### src/rtl/secrtc_pkg.sv
package secrtc_pkg;

  localparam int DATA_W = 32;
  localparam int ADDR_W = 12;

  typedef enum logic [3:0] {
    RD_COUNT, RD_MATCH, RD_LOAD, RD_CTRL,
    RD_MASK, RD_RAW, RD_MASKED, RD_IDENT
  } rdSel_e;

  typedef struct packed {
    logic   ldMatch;
    logic   ldLoad;
    logic   ldMask;
    logic   clrRaw;
    logic   rdEn;
    rdSel_e rdSel;
    logic [2:0] idIdx;
  } strobe_t;

  function automatic logic [7:0] identByte(input logic [2:0] idx);
    logic [7:0] b;
    case (idx)
      3'd0: b = 8'h31;
      3'd1: b = 8'h10;
      3'd2: b = 8'h14;
      3'd3: b = 8'h00;
      3'd4: b = 8'h0D;
      3'd5: b = 8'hF0;
      3'd6: b = 8'h05;
      default: b = 8'hB1;
    endcase
    return b;
  endfunction

endpackage

### src/rtl/secrtc_prescale.sv
module secrtc_prescale #(
  parameter int DIV_CYCLES = 1000
) (
  input  logic clk,
  input  logic rstN,
  input  logic baseEn,
  output logic tickOut
);
  localparam int CNT_W = (DIV_CYCLES > 1) ? $clog2(DIV_CYCLES) : 1;
  localparam logic [CNT_W-1:0] LAST = CNT_W'(DIV_CYCLES - 1);

  logic [CNT_W-1:0] divCnt;

  always_ff @(posedge clk) begin
    if (!rstN) begin
      divCnt  <= '0;
      tickOut <= 1'b0;
    end else begin
      tickOut <= 1'b0;
      if (baseEn) begin
        if (divCnt == LAST) begin
          divCnt  <= '0;
          tickOut <= 1'b1;
        end else begin
          divCnt <= divCnt + 1'b1;
        end
      end
    end
  end
endmodule

### src/rtl/secrtc_ctrl.sv
module secrtc_ctrl
  import secrtc_pkg::*;
(
  input  logic              clk,
  input  logic              rstN,
  input  logic              reqValid,
  input  logic              reqWrite,
  input  logic [ADDR_W-1:0] reqAddr,
  output strobe_t           stb,
  output logic              rspErr
);
  logic badAcc;
  logic lowWin;
  logic identWin;

  assign lowWin   = (reqAddr[ADDR_W-1:5] == '0);
  assign identWin = (reqAddr[ADDR_W-1:5] == '1);

  always_comb begin
    stb    = '0;
    badAcc = 1'b0;
    if (reqValid) begin
      if (reqAddr[1:0] != 2'b00) begin
        badAcc = 1'b1;
      end else if (lowWin) begin
        case (reqAddr[4:2])
          3'd0: if (!reqWrite) begin stb.rdEn = 1'b1; stb.rdSel = RD_COUNT; end
          3'd1: if (reqWrite) stb.ldMatch = 1'b1;
                else begin stb.rdEn = 1'b1; stb.rdSel = RD_MATCH; end
          3'd2: if (reqWrite) stb.ldLoad = 1'b1;
                else begin stb.rdEn = 1'b1; stb.rdSel = RD_LOAD; end
          3'd3: if (!reqWrite) begin stb.rdEn = 1'b1; stb.rdSel = RD_CTRL; end
          3'd4: if (reqWrite) stb.ldMask = 1'b1;
                else begin stb.rdEn = 1'b1; stb.rdSel = RD_MASK; end
          3'd5: if (!reqWrite) begin stb.rdEn = 1'b1; stb.rdSel = RD_RAW; end
          3'd6: if (!reqWrite) begin stb.rdEn = 1'b1; stb.rdSel = RD_MASKED; end
          default: if (reqWrite) stb.clrRaw = 1'b1;
                   else badAcc = 1'b1;
        endcase
      end else if (identWin) begin
        if (!reqWrite) begin
          stb.rdEn  = 1'b1;
          stb.rdSel = RD_IDENT;
          stb.idIdx = reqAddr[4:2];
        end
      end else begin
        badAcc = 1'b1;
      end
    end
  end

  always_ff @(posedge clk) begin
    if (!rstN) rspErr <= 1'b0;
    else       rspErr <= badAcc;
  end
endmodule

### src/rtl/secrtc_dp.sv
module secrtc_dp
  import secrtc_pkg::*;
(
  input  logic              clk,
  input  logic              rstN,
  input  logic              tick,
  input  strobe_t           stb,
  input  logic [DATA_W-1:0] wdata,
  output logic [DATA_W-1:0] rspData,
  output logic              irq,
  output logic [DATA_W-1:0] countVal,
  output logic [DATA_W-1:0] matchVal,
  output logic              rawStat,
  output logic              maskBit
);
  logic [DATA_W-1:0] loadVal;
  logic [DATA_W-1:0] nextCount;
  logic [DATA_W-1:0] rdMux;
  logic              hit;

  assign nextCount = countVal + 1'b1;
  assign hit       = tick && !stb.ldLoad && (nextCount == matchVal);
  assign irq       = rawStat & maskBit;

  always_ff @(posedge clk) begin
    if (!rstN) begin
      countVal <= '0;
      matchVal <= '0;
      loadVal  <= '0;
      maskBit  <= 1'b0;
      rawStat  <= 1'b0;
    end else begin
      if (stb.ldLoad) begin
        countVal <= wdata;
        loadVal  <= wdata;
      end else if (tick) begin
        countVal <= nextCount;
      end
      if (stb.ldMatch) matchVal <= wdata;
      if (stb.ldMask)  maskBit  <= wdata[0];
      if (hit)                         rawStat <= 1'b1;
      else if (stb.clrRaw && wdata[0]) rawStat <= 1'b0;
    end
  end

  always_comb begin
    rdMux = '0;
    case (stb.rdSel)
      RD_COUNT:  rdMux = countVal;
      RD_MATCH:  rdMux = matchVal;
      RD_LOAD:   rdMux = loadVal;
      RD_CTRL:   rdMux = DATA_W'(1);
      RD_MASK:   rdMux = DATA_W'(maskBit);
      RD_RAW:    rdMux = DATA_W'(rawStat);
      RD_MASKED: rdMux = DATA_W'(irq);
      RD_IDENT:  rdMux = DATA_W'(identByte(stb.idIdx));
      default:   rdMux = '0;
    endcase
  end

  always_ff @(posedge clk) begin
    if (!rstN)          rspData <= '0;
    else if (stb.rdEn)  rspData <= rdMux;
    else                rspData <= '0;
  end
endmodule

### src/rtl/secrtc_top.sv
module secrtc_top
  import secrtc_pkg::*;
#(
  parameter bit USE_PRESCALER = 1'b0,
  parameter int DIV_CYCLES    = 1000
) (
  input  logic              clk,
  input  logic              rstN,
  input  logic              tickIn,
  input  logic              reqValid,
  input  logic              reqWrite,
  input  logic [ADDR_W-1:0] reqAddr,
  input  logic [DATA_W-1:0] reqWdata,
  output logic [DATA_W-1:0] rspData,
  output logic              rspErr,
  output logic              irq
);
  strobe_t           stb;
  logic              tick;
  logic [DATA_W-1:0] countVal;
  logic [DATA_W-1:0] matchVal;
  logic              rawStat;
  logic              maskBit;

  generate
    if (USE_PRESCALER) begin : g_div
      secrtc_prescale #(.DIV_CYCLES(DIV_CYCLES)) u_div (
        .clk(clk), .rstN(rstN), .baseEn(tickIn), .tickOut(tick)
      );
    end else begin : g_ext
      assign tick = tickIn;
    end
  endgenerate

  secrtc_ctrl u_ctrl (
    .clk(clk), .rstN(rstN), .reqValid(reqValid), .reqWrite(reqWrite),
    .reqAddr(reqAddr), .stb(stb), .rspErr(rspErr)
  );

  secrtc_dp u_dp (
    .clk(clk), .rstN(rstN), .tick(tick), .stb(stb), .wdata(reqWdata),
    .rspData(rspData), .irq(irq), .countVal(countVal), .matchVal(matchVal),
    .rawStat(rawStat), .maskBit(maskBit)
  );
endmodule

### config.mk
export PLATFORM = sky130hd
export DESIGN_NAME = secrtc_top
export DESIGN_NICKNAME = d
export VERILOG_FILES = /design/src/rtl/secrtc_pkg.sv /design/src/rtl/secrtc_prescale.sv /design/src/rtl/secrtc_ctrl.sv /design/src/rtl/secrtc_dp.sv /design/src/rtl/secrtc_top.sv
export SDC_FILE = /design/constraint.sdc
export NUM_CORES = 1
export LEC_CHECK = 0
export BUFFER_PORTS_ARGS = -buffer_cell sky130_fd_sc_hd__buf_2
export CELL_PAD_IN_SITES_DETAIL_PLACEMENT = 0
export CELL_PAD_IN_SITES_GLOBAL_PLACEMENT = 1
export CORE_UTILIZATION = 30
export DETAILED_ROUTE_END_ITERATION = 8
export HOLD_SLACK_MARGIN = 0.15
export PLACE_DENSITY = 0.59
export SLEW_MARGIN = 20
export SYNTH_ARGS = -nofsm -noshare
export SYNTH_HDL_FRONTEND = slang
export SYNTH_SLANG_ARGS = --single-unit
### constraint.sdc
create_clock -name clk -period 3 [get_ports clk]
set_input_delay 0.15 -clock clk [delete_from_list [all_inputs] [get_ports clk]]
set_output_delay 0.15 -clock clk [all_outputs]
set_load 0.005 [all_outputs]
Word-level counts from Yosys, hierarchy flattened. Index checks and enable logic that the tools add are counted.

Flip-flop bits (word level): 131. Latch bits: 0. Memory bits (writable): 0. ROM bits: 0. Input port bits: 49. Output and inout bits: 34. Logic and storage cells: 75. Memories kept: 0.

Add/subtract/negate cells: 1. Multiply operators: 0. Divide/modulo/power cells: 0. $lt $le $gt $ge: 0. Equality and inequality tests: 21. Shift operators: 0. Multiplexer cells: 31. Bitwise gates (word level): 1. Reduce and logical (&&, ||, !) cells: 14.

Operators by type and width (number): $pmux W32 S8 (1); $mux W32 (2); $pmux W8 S7 (1); $mux W5 (8); $pmux W5 S7 (1); $add A32 B1 Y32 const B (1); $eq A32 B32 Y1 (1); $mux W12 (2); $eq A3 B3 Y1 const B (6); $eq A4 B3 Y1 const B (4); $mux W8 (2); $eq A3 B2 Y1 const B (4); $mux W1 (12); $eq A4 B2 Y1 const B (2); $eq A7 B7 Y1 const B (1); $logic_not A7 Y1 (1); $reduce_or A7 Y1 (1); $eq A3 B1 Y1 const B (2); $logic_not A3 Y1 (2); $reduce_bool A2 Y1 (3); $eq A4 B1 Y1 const B (1); $logic_not A4 Y1 (1); $mux W4 (1); $reduce_and A2 Y1 (2); 4 further kinds (6).

Logic depth before layout (Yosys ltp). Gate-level depths: netlist of the first run.

Depth in word-level cells: 10. Depth in mapped cells: 9. Gate-level depth less buffers: 8.

Modules after synthesis. A second synthesis of the first run with hierarchy kept.

Cells, all modules: 797. Area, all modules: 6957.9 µm².

Modules (own cells, without submodules): secrtc_dp (instances 1, cells an instance 762, area each 6685.2 µm², seq. area each 2602.5 µm²); secrtc_ctrl (instances 1, cells an instance 35, area each 272.8 µm², seq. area each 20.0 µm²).

Worst setup path before layout of the first run. Ideal clock, no wire load.

Kind: reg-to-reg. Start: reg u_dp.countVal[1]. End: reg u_dp.rawStat. Setup time: 0.059 ns. Arrival: 2.223 ns. Required time: 2.941 ns. Setup slack: 0.718 ns. Cell stages (with the launch flop): 10. Path buffers: 1. Clock period less this slack: 2.282 ns. Cell sequence: dfxtp_1 -> ha_1 -> and3_1 -> buf_4 -> nand4_4 -> nor4_4 -> and3_4 -> xor2_1 -> a2111oi_4 -> a31o_1.

Word-level cells in the longest chain between the ends: 4. Elaborated cells between the ends (all ways): 5. Those cells by class: add/sub: 1; eq/ne: 1; mux: 1; reduce/logical: 2.

RTL lines: start: declaration (line secrtc_dp.sv:11) `output logic [DATA_W-1:0] countVal,`; start signal: assignment (line secrtc_dp.sv:34) `countVal <= wdata;`; start signal: assignment (line secrtc_dp.sv:37) `countVal <= nextCount;`; $add A32 B1 Y32 * (line secrtc_dp.sv:21) `assign nextCount = countVal + 1'b1;`; $eq A32 B32 Y1 * (line secrtc_dp.sv:22) `assign hit = tick && !stb.ldLoad && (nextCount == matchVal);`; $logic_and A1 B1 Y1 * (line secrtc_dp.sv:22); $mux W1 or $reduce_bool A2 Y1 (tied branches); end signal: assignment (line secrtc_dp.sv:31) `rawStat <= 1'b0;`; end signal: assignment (line secrtc_dp.sv:41) `if (hit) rawStat <= 1'b1;`; end signal: assignment (line secrtc_dp.sv:42) `else if (stb.clrRaw && wdata[0]) rawStat <= 1'b0;`; end: declaration (line secrtc_dp.sv:13) `output logic rawStat,`.

Mark *: on every way between the ends. The rest lies on a longest branch, timed or not. A chain may end at the register's enable or synchronous reset.

Worst setup path in the final report of the first run.
Start: reg u_dp.countVal[0]. End: reg u_dp.rawStat.

Same word-level chain as after synthesis.

==> results of run 1 <==
[cell families after synthesis]
group	count (synthesis)	synth area share
AOI/OAI and AO/OA	147	0.172
xor gates and xnor gates	75	0.0952
adders and majority gates	1	0.00181
buffers and inverters	70	0.0448
DFF	131	0.380
muxes	37	0.0541
and+or+nand+nor	333	0.252
[worst register-to-register path, cell delays in order, from the launching register on]
cell and delay [ns]:
dfxtp_1 0.48, ha_1 0.27, and3_1 0.37, nand4_4 0.21, nor2_1 0.31, mux2_2 0.22, nand4_1 0.07, nor4_1 0.35
a31o_1 0.19
[synth_stat cells, types with 2 or more instances]
library cell	n	area share
a21o_1	2	0.0022
o2bb2ai_1	2	0.0025
mux2_2	2	0.0033
nor3b_1	4	0.0044
nor3_2	3	0.0044
or2_2	2	0.0018
nand2b_1	3	0.0027
a32o_1	2	0.0029
and3_1	9	0.0082
and4_1	5	0.0063
a311oi_1	2	0.0025
a221oi_1	2	0.0025
xor2_1	34	0.043
nand3_1	26	0.019
a31oi_1	6	0.0054
nand4_1	21	0.019
buf_2	16	0.012
nand2_1	118	0.064
and2_1	18	0.016
buf_4	7	0.0076
nor3_1	10	0.0073
nor4_1	10	0.0091
or3_1	5	0.0045
a21boi_0	32	0.035
nor2b_1	35	0.032
nor2_1	49	0.027
a21oi_1	10	0.0073
inv_1	2	0.0011
nand4_4	2	0.0062
o211a_1	21	0.030
clkbuf_1	45	0.024
xnor2_1	41	0.052
a222oi_1	27	0.039
o21ai_0	22	0.016
mux2i_1	35	0.051
o2111ai_1	3	0.0038
or3b_2	2	0.0025
dfxtp_1	131	0.38
o31ai_1	4	0.0044
[cell usage in the layout, fill, tap and decap left out, types with 3 or more instances in the layout]
cell type,n
and2_1,18
o31ai_1,4
nor4_1,10
mux2i_1,35
clkbuf_16,17
xnor2_1,41
nor3_1,9
dfxtp_1,131
a31oi_1,6
nand2_1,116
clkbuf_8,5
nor3b_1,4
o211a_1,21
nand2_2,3
nand2b_1,3
or3_1,5
nand4_1,21
buf_4,21
clkinv_2,4
a21boi_0,32
a222oi_1,27
nor2_1,48
dlygate4sd3_1,38
nand3_1,26
o2111ai_1,3
and4_1,5
nor2b_1,35
and3_1,9
nor3_2,4
a21oi_1,10
o21ai_0,22
xor2_1,34
buf_2,82
bufinv_16,3
[metal layers]
metal	up-vias	track usage	share of wire
met2	130	0.289	0.46
met1	2875	0.250	0.50
met5	-	0	0
li1	3009	-	-
met3	13	0.0296	0.036
met4	0	0.0605	0.0079
[how the worst min path moves through the flow]
stage / from / endpoint / slack, ns
after floorplan: reqValid / u_ctrl.rspErr$_SDFF_PN0_ / 0.27
after global placement: reqValid / u_ctrl.rspErr$_SDFF_PN0_ / 0.40
after detailed placement: reqValid / u_ctrl.rspErr$_SDFF_PN0_ / 0.41
after CTS: reqWrite / u_dp.rspData[0]$_SDFF_PN0_ / 0.16
after global routing: reqWrite / u_dp.rspData[0]$_SDFF_PN0_ / 0.24
final: reqWrite / u_dp.rspData[0]$_SDFF_PN0_ / 0.20
[flip-flops by register name (all words and copies together) (netlist names)]
register       count
u_dp.rawStat       1
u_dp.matchVal     32
u_dp.maskBit       1
u_dp.countVal     32
u_ctrl.rspErr      1
u_dp.loadVal      32
u_dp.rspData      32
[metrics by stage]
stage | worst slack [ns] | instances | power, mW
6_report | 0.479 | 1184 | 4.12
3_3_place_gp | 0.507 | 1114 | 1.93
3_5_place_dp | 0.484 | 1114 | 1.93
5_1_grt | 0.234 | 1184 | 4.28
4_1_cts | 0.466 | 1184 | 4.19
2_1_floorplan | 0.718 | 794 | 1.86
[power groups by stage]
| stage | clock network [mW] | registers (mW) | logic (mW) |
|---|---|---|---|
| 3_5_place_dp | 0 | 1.79 | 0.140 |
| 5_1_grt | 2.33 | 1.75 | 0.192 |
| 2_1_floorplan | 0 | 1.79 | 0.0703 |
| 3_3_place_gp | 0 | 1.79 | 0.142 |
| 4_1_cts | 2.26 | 1.75 | 0.177 |
| 6_report | 2.20 | 1.75 | 0.175 |
[area by class of cell]
class | count | area (um^2) | area share
Clock buffer | 23 | 498 | 0.0583
Clock inverter | 9 | 125 | 0.0146
Multi-Input combinational cell | 593 | 3980 | 0.466
Sequential cell | 131 | 2620 | 0.307
Tap cell | 285 | 357 | 0.0417
Inverter | 2 | 7.51 | 0.000879
Timing Repair Buffer | 141 | 948 | 0.111
[timing repair]
item	CTS	global route
hold buffers	38	0
endpoints found under the setup margin	0	0
endpoints found under the hold margin	99	0
==> flow_summary.yaml, run 1 <==
place:
  dp_hpwl_um: 14200
  gp_congestion: 0.866
  portBuffers: 82
  dpl_cell_area_mm2: 0.00754
sta:
  setup_viol: 0
  fin_worst_skew_ns: 0.00728
  worstMarginPinSlew_ns: 0.884
  slew_violations: 0
  maxSlewHeadroom: 0.411
  post-route-period-util: 0.840
  hold_viol: 0
  clock.fmax_ghz: 0.397
  holdWs_ns: 0.198
  setup_tns_ns: 0
  post-route-min-period_ns: 2.52
  grt_setup_unrepaired: "false"
logic_synthesis:
  yosys_warnings: 0
  synth_area_mm2: 0.00690
  synth.distinct_cells: 63
  synth_ff_type: "dfxtp_1"
  postSynthNetCount: 844
  yosysSeqAreaShare: 0.380
  syn_area_per_cell_um2: 8.69
  syn_inst: 794
  async_reset_ff_frac: 0
  synth_seq_cells: 131
  synth_edf_count: 0
clocking:
  cts_setup_buffers: 0
  htreeDepth: 4
  clk_pin_slew_ns: 0.06
  tritoncts: "built"
  cts_made_buffers: 17
  cts-resized-gates: 0
  clock_latency_ns: 0.42
  clockBufferDepth: 2
  cts_sinks: 131
  cts_root_buffer: "clkbuf_16"
floorplan:
  io_pins: 83
  core_mm2: 0.0226
  row_count: 55
  die_area_mm2: 0.0236
  initial_core_util: 0.306
  dieHeight_um: 154
  die_x_um: 154
critical_path:
  endpoint_kind: "flop"
  critPathRequiredTime_ns: 3.37
  crit_family: "simple AND/OR/NAND/NOR gates"
  reg2reg_from: "u_dp.countVal[0]$_SDFFE_PN0P_"
  crit_chain: "ha_1 -> and3_1 -> nand4_4 -> nor2_1 -> mux2_2 -> nand4_1 -> nor4_1 -> a31o_1"
  startpoint: "u_dp.countVal[0]$_SDFFE_PN0P_"
  path_class: "reg2reg"
  rrSetupSlack_ns: 0.48
  crit_cells: 8
  worstRegToRegCells: 8
  critPathMaxFanout: 8
  crit_arrival_ns: 2.89
  slowest_stage: "dfxtp_1"
  max_stage_delay_ns: 0.48
  worstSetupStartpointType: "flop"
  reg2reg_to: "u_dp.rawStat$_SDFFE_PN0P_"
  critPathBufInv: 0
  setup.worst_path.end: "u_dp.rawStat$_SDFFE_PN0P_"
grt:
  grt_max_degree: 96
  antenna_found_initial: 0
  grt_pass1_vias: 6017
  gr-total-overflow: 0
  track_usage: 0.182
  grt_pass1_wl_um: 33800
layout:
  final_util: 0.378
  final_nets: 936
  fin_area_mm2: 0.00854
  insertedDiodeCount: 0
  nFillCells: 2353
  drive_gt1_frac: 0.176
  area_delta_synth_final_pct: 23.8
power_and_ir_drop:
  internal_power_mw: 3.25
  clock_power_share: 0.533
  p_seq_frac: 0.425
  swShare: 0.213
  p_sw_mw: 0.879
  ir_worst_vdd_v: 0.000288
  p_comb_frac: 0.042
  cellPowerDensity_mw_per_mm2: 483
  p_leak_nw: 3.54
drt:
  wl_per_cell_um: 17.3
  via_count: 6027
  firstDrtPassIters: 9
  wl_um: 20500
  drt_iter0_markers: 468
  detail-route-antenna-nets: 0
  route.detailed.drc: 1
  vias_per_cell: 5.09
flow_run:
  drv_cap: 0
worst_hold_path:
  worst_hold_path_type: "in2reg"
  worstHoldPathCells: 4
run_status:
  violations: "design-rule violations"
  outcome: "complete, but fails checks"
(Power assumes the default switching activity.)
==> run 2, diff against run 1 <==
==> constraint.sdc (replaced) <==
create_clock -name clk -period 2.34 [get_ports clk]
set_input_delay 0.117 -clock clk [delete_from_list [all_inputs] [get_ports clk]]
set_output_delay 0.117 -clock clk [all_outputs]
set_load 0.005 [all_outputs]
==> run 2 against run 1 <==
Net effect: clock power grew 39%; critical path type unchanged; sequential share of layout area fell by 1.2 points; clock-buffer cell count is the same; the flow still finishes with violations (design-rule violations); highest routed layer unchanged; maximum frequency up 14%; critical endpoint unchanged.
==> flow_summary.yaml, run 2 (same netlist as run 1, synthesis figures left out) <==
run_status:
  outcome: "complete, but fails checks"
  violations: "design-rule violations"
drt:
  wl_um: 20900
  detail-route-antenna-nets: 0
  vias_per_cell: 5.03
  drt_iter0_markers: 431
  via_count: 6131
  route.detailed.drc: 1
  wl_per_cell_um: 17.1
  firstDrtPassIters: 9
flow_run:
  drv_cap: 0
critical_path:
  path_class: "reg2reg"
  worstSetupStartpointType: "flop"
  reg2reg_to: "u_dp.rawStat$_SDFFE_PN0P_"
  rrSetupSlack_ns: 0.14
  crit_arrival_ns: 2.56
  endpoint_kind: "flop"
  critPathRequiredTime_ns: 2.70
  startpoint: "u_dp.countVal[19]$_SDFFE_PN0P_"
  reg2reg_from: "u_dp.countVal[19]$_SDFFE_PN0P_"
  critPathMaxFanout: 6
  worstRegToRegCells: 7
power_and_ir_drop:
  internal_power_mw: 4.39
  ir_worst_vdd_v: 0.000416
  cellPowerDensity_mw_per_mm2: 621
  p_sw_mw: 1.14
  p_leak_nw: 3.76
  clock_power_share: 0.552
  p_seq_frac: 0.405
  swShare: 0.207
  p_comb_frac: 0.043
floorplan:
  dieHeight_um: 154
  core_mm2: 0.0226
  io_pins: 83
  initial_core_util: 0.306
  die_area_mm2: 0.0236
  die_x_um: 154
  row_count: 55
grt:
  use_met1: 0.254
  antenna_found_initial: 0
  track_usage: 0.183
  grt_util_met3: 0.0302
  grt_pass1_wl_um: 34200
  grt_max_degree: 97
  top_usage_layer: "met2"
  grt_use_met2: 0.293
  gr-total-overflow: 0
  grt_pass1_vias: 6049
sta:
  fin_worst_skew_ns: 0.0123
  setup_viol: 0
  worstMarginPinSlew_ns: 0.927
  post-route-min-period_ns: 2.20
  maxSlewHeadroom: 0.382
  worst_slack_ns: 0.137
  hold_viol: 0
  post-route-period-util: 0.942
  holdWs_ns: 0.189
  slew_violations: 0
  clock.fmax_ghz: 0.454
layout:
  final_cell_mix: "dfxtp_1 (129), nand2_1 (116), buf_2 (82), buf_4 (54), nor2_1 (48)"
  register_area_mm2: 0.00263
  fin_area_mm2: 0.00891
  multi_input_area_mm2: 0.00400
  nFillCells: 2338
  final_nets: 971
  insertedDiodeCount: 0
  drive_gt1_frac: 0.214
  area_delta_synth_final_pct: 29.1
  layout_commonest_cell: "dfxtp_1"
clocking:
  clockBufferDepth: 2
  cts_sinks: 131
  clock_latency_ns: 0.43
  htreeDepth: 4
  tritoncts: "built"
  cts_made_buffers: 17
  cts_root_buffer: "clkbuf_16"
  clk_pin_slew_ns: 0.06
place:
  portBuffers: 82
  dp_hpwl_um: 14700
  pre_cts_slack_ns: 0.0908
  dpl_cell_area_mm2: 0.00785
  gp_congestion: 0.898
worst_hold_path:
  worst_hold_path_type: "in2reg"
  worstHoldPathCells: 4
  hp-start: "reqAddr[3]"
  min_to: "u_dp.rspData[4]$_SDFF_PN0_"
run 2: worst max-delay path by stage:
stage / slack [ns] / cells after the start / end
2_1_floorplan: 0.06 / 9 / u_dp.rawStat$_SDFFE_PN0P_
6_report: 0.14 / 7 / u_dp.rawStat$_SDFFE_PN0P_
4_1_cts: 0.07 / 9 / u_dp.rawStat$_SDFFE_PN0P_
3_3_place_gp: 0.15 / 7 / u_dp.rawStat$_SDFFE_PN0P_
5_1_grt: -0.05 / 7 / u_dp.rawStat$_SDFFE_PN0P_
3_5_place_dp: 0.09 / 8 / u_dp.rawStat$_SDFFE_PN0P_
run 2: through the flow:
step,TNS (ns),util,cells,power (mW)
final,0,0.395,1219,5.53
after global placement,0,0.348,1150,2.48
after floorplan,0,-,794,2.38
after detailed placement,0,0.348,1150,2.48
after global routing,-0.0517,0.395,1219,5.71
after CTS,0,0.394,1219,5.59
run 2: cell type report:
type | instances | share of cell area
Clock buffer | 23 | 0.0559
Clock inverter | 9 | 0.0194
Multi-Input combinational cell | 593 | 0.449
Sequential cell | 131 | 0.295
Timing Repair Buffer | 176 | 0.140
Tap cell | 285 | 0.0400
Inverter | 2 | 0.000843
run 2: metal layers:
| layer | part of all wire | wire (um) |
|---|---|---|
| met1 | 0.50 | 10400 |
| met2 | 0.46 | 9620 |
| met5 | 0 | 0 |
| met3 | 0.033 | 684 |
| met4 | 0.0066 | 137 |
run 2: power by group through the flow:
stage	clock, mW	sequential [mW]	combinational, mW
3_5_place_dp	0	2.29	0.193
5_1_grt	3.21	2.24	0.261
4_1_cts	3.11	2.24	0.240
6_report	3.05	2.24	0.238
2_1_floorplan	0	2.29	0.0901
3_3_place_gp	0	2.29	0.194
run 2: critical path: stages (launching register included):
cell and delay (ns):
dfxtp_1 0.43, nand3_1 0.19, or4_1 0.56, nor3_2 0.22, xnor2_1 0.15, o2111ai_1 0.15, nor4_2 0.26, a31o_1 0.18
run 2: what timing repair did:
action | 4_1_cts | 5_1_grt
buffers inserted | 0 | 0
endpoints found under the setup margin | 0 | 1
hold buffers | 37 | 0
resized for setup | 0 | 6
endpoints found under the hold margin | 99 | 0
==> run 3, diff against run 2 <==
--- a/config.mk
+++ b/config.mk
@@ -5,13 +5,13 @@
 export SDC_FILE = /design/constraint.sdc
 export NUM_CORES = 1
 export LEC_CHECK = 0
-export BUFFER_PORTS_ARGS = -buffer_cell sky130_fd_sc_hd__buf_2
 export CELL_PAD_IN_SITES_DETAIL_PLACEMENT = 0
 export CELL_PAD_IN_SITES_GLOBAL_PLACEMENT = 1
 export CORE_UTILIZATION = 30
 export DETAILED_ROUTE_END_ITERATION = 8
+export DONT_BUFFER_PORTS = 1
 export HOLD_SLACK_MARGIN = 0.15
-export PLACE_DENSITY = 0.59
+export PLACE_DENSITY = 0.55
 export SLEW_MARGIN = 20
 export SYNTH_ARGS = -nofsm -noshare
 export SYNTH_HDL_FRONTEND = slang
==> run 3 against run 2 <==
Net effect: the flow now finishes without violations; critical path depth grew 1; die area is the same; clock-buffer cell count shrank 5; maximum frequency shrank 0.69%; global-route usage grew 0.46 points; flip-flop and latch count is the same; via count shrank 1.5%; non-clock buffer count shrank 78; setup slack lost 0.015 ns; combinational power shrank 16%; critical path type unchanged; largest cell class unchanged.
==> flow_summary.yaml, run 3 (same netlist as run 1, synthesis figures left out) <==
critical_path:
  max_stage_delay_ns: 0.55
  reg2reg_from: "u_dp.countVal[14]$_SDFFE_PN0P_"
  reg2reg_to: "u_dp.countVal[15]$_SDFFE_PN0P_"
  critPathRequiredTime_ns: 2.65
  setup.worst_path.end: "u_dp.countVal[15]$_SDFFE_PN0P_"
  path_class: "reg2reg"
  slowest_stage: "dlygate4sd3_1"
  crit_chain: "nand4_1 -> nor4_2 -> buf_4 -> nand2_1 -> xor2_1 -> o21ai_0 -> and2_1 -> dlygate4sd3_1"
  rrSetupSlack_ns: 0.12
  crit_arrival_ns: 2.53
  worstRegToRegCells: 8
  worstSetupStartpointType: "flop"
  critPathMaxFanout: 6
  endpoint_kind: "flop"
  startpoint: "u_dp.countVal[14]$_SDFFE_PN0P_"
grt:
  grt_pass1_wl_um: 34900
  antenna_found_initial: 1
  grt_max_degree: 100
  gr-total-overflow: 0
  grt_pass1_vias: 6143
  track_usage: 0.188
floorplan:
  die_area_mm2: 0.0236
  dieHeight_um: 154
  die_x_um: 154
  core_mm2: 0.0226
  initial_core_util: 0.306
  row_count: 55
  io_pins: 83
drt:
  drt_iter0_markers: 482
  wl_um: 21400
  via_count: 6041
  detail-route-antenna-nets: 0
  vias_per_cell: 5.29
  wl_per_cell_um: 18.8
  route.detailed.drc: 0
  firstDrtPassIters: 8
place:
  dp_hpwl_um: 14800
  gp_congestion: 0.869
  portBuffers: 0
layout:
  layout_commonest_cell: "dfxtp_1"
  area_delta_synth_final_pct: 23.4
  insertedDiodeCount: 0
  drive_gt1_frac: 0.131
  final_nets: 893
  nFillCells: 2303
  final_cell_mix: "dfxtp_1 (128), nand2_1 (116), dlygate4sd3_1 (50), nor2_1 (48), buf_4 (46)"
sta:
  fin_worst_skew_ns: 0.00787
  maxSlewHeadroom: 0.284
  post-route-min-period_ns: 2.22
  holdWs_ns: 0.166
  grt_setup_unrepaired: "true"
  slew_violations: 0
  setup_viol: 0
  post-route-period-util: 0.948
  hold_viol: 0
  clock.fmax_ghz: 0.451
  worstMarginPinSlew_ns: 1.07
clocking:
  cts_sinks: 131
  htreeDepth: 4
  clock_latency_ns: 0.42
  cts_root_buffer: "clkbuf_16"
  cts_made_buffers: 17
  clockBufferDepth: 2
  tritoncts: "built"
  clk_pin_slew_ns: 0.06
power_and_ir_drop:
  swShare: 0.225
  p_seq_frac: 0.429
  total_power_mw: 5.23
  p_comb_frac: 0.038
  ir_worst_vdd_v: 0.000390
  internal_power_mw: 4.05
  p_leak_nw: 3.36
  p_sw_mw: 1.18
  clock_power_share: 0.533
  cellPowerDensity_mw_per_mm2: 614
worst_hold_path:
  worst_hold_path_type: "in2reg"
flow_run:
  drv_cap: 0
run_status:
  outcome: "complete, no violations"
run 3: stage by stage:
stage / area (um^2) / cells / TNS (ns) / util / setup slack [ns]
after floorplan: 6900 / 794 / 0 / - / 0.0580
after global placement: 7340 / 1058 / 0 / 0.325 / 0.116
after detailed placement: 7340 / 1058 / 0 / 0.325 / 0.0223
after CTS: 8480 / 1141 / 0 / 0.376 / 0.0190
after global routing: 8510 / 1141 / -0.0268 / 0.377 / -0.0268
final: 8510 / 1141 / 0 / 0.377 / 0.122
run 3: power groups by stage:
stage,logic (mW),clock network (mW),registers [mW]
3_3_place_gp,0.0785,0,2.29
6_report,0.200,2.79,2.24
5_1_grt,0.216,2.98,2.24
4_1_cts,0.200,2.86,2.24
2_1_floorplan,0.0901,0,2.29
3_5_place_dp,0.0787,0,2.29
run 3: critical path, delay by kind of cell (launching register included):
kind | cells | cell delay [ns]
buffers and inverters | 2 | 0.72
DFF | 1 | 0.39
xor gates and xnor gates | 1 | 0.13
and+or+nand+nor | 4 | 0.79
AOI/OAI and AO/OA | 1 | 0.08
run 3: worst min path at each step:
| stage | from | endpoint | slack (ns) | depth (start not counted) |
|---|---|---|---|---|
| after floorplan | reqValid | u_ctrl.rspErr$_SDFF_PN0_ | 0.23 | 2 |
| after global placement | reqValid | u_ctrl.rspErr$_SDFF_PN0_ | 0.24 | 2 |
| after detailed placement | reqValid | u_ctrl.rspErr$_SDFF_PN0_ | 0.24 | 2 |
| after CTS | reqAddr[2] | u_dp.rspData[6]$_SDFF_PN0_ | 0.16 | 3 |
| after global routing | reqAddr[2] | u_dp.rspData[6]$_SDFF_PN0_ | 0.19 | 3 |
| final | reqAddr[2] | u_dp.rspData[6]$_SDFF_PN0_ | 0.17 | 3 |
run 3: what timing repair did:
action | 4_1_cts | 5_1_grt
hold buffers | 51 | 0
buffers inserted | 0 | 0
endpoints found under the hold margin | 120 | 0
endpoints found under the setup margin | 0 | 6
gates resized for setup | 0 | 8
run 3: per-layer routing:
layer / GRT usage / vias up / part of all wire / wire (um)
li1: - / 2938 / - / -
met1: 0.260 / 2927 / 0.49 / 10600
met2: 0.295 / 158 / 0.45 / 9720
met3: 0.0397 / 18 / 0.043 / 921
met4: 0.0481 / 0 / 0.010 / 222
met5: 0 / - / 0 / 0
run 3: final cells by class:
cell class | instances | area [um^2] | share of cell area
well taps | 285 | 357 | 0.0419
clock inverters | 14 | 180 | 0.0212
inverters | 2 | 7.51 | 0.000882
flip-flops and latches | 131 | 2630 | 0.309
repair buffers | 98 | 893 | 0.105
multi-input cells | 593 | 4010 | 0.471
clock buffers | 18 | 439 | 0.0516
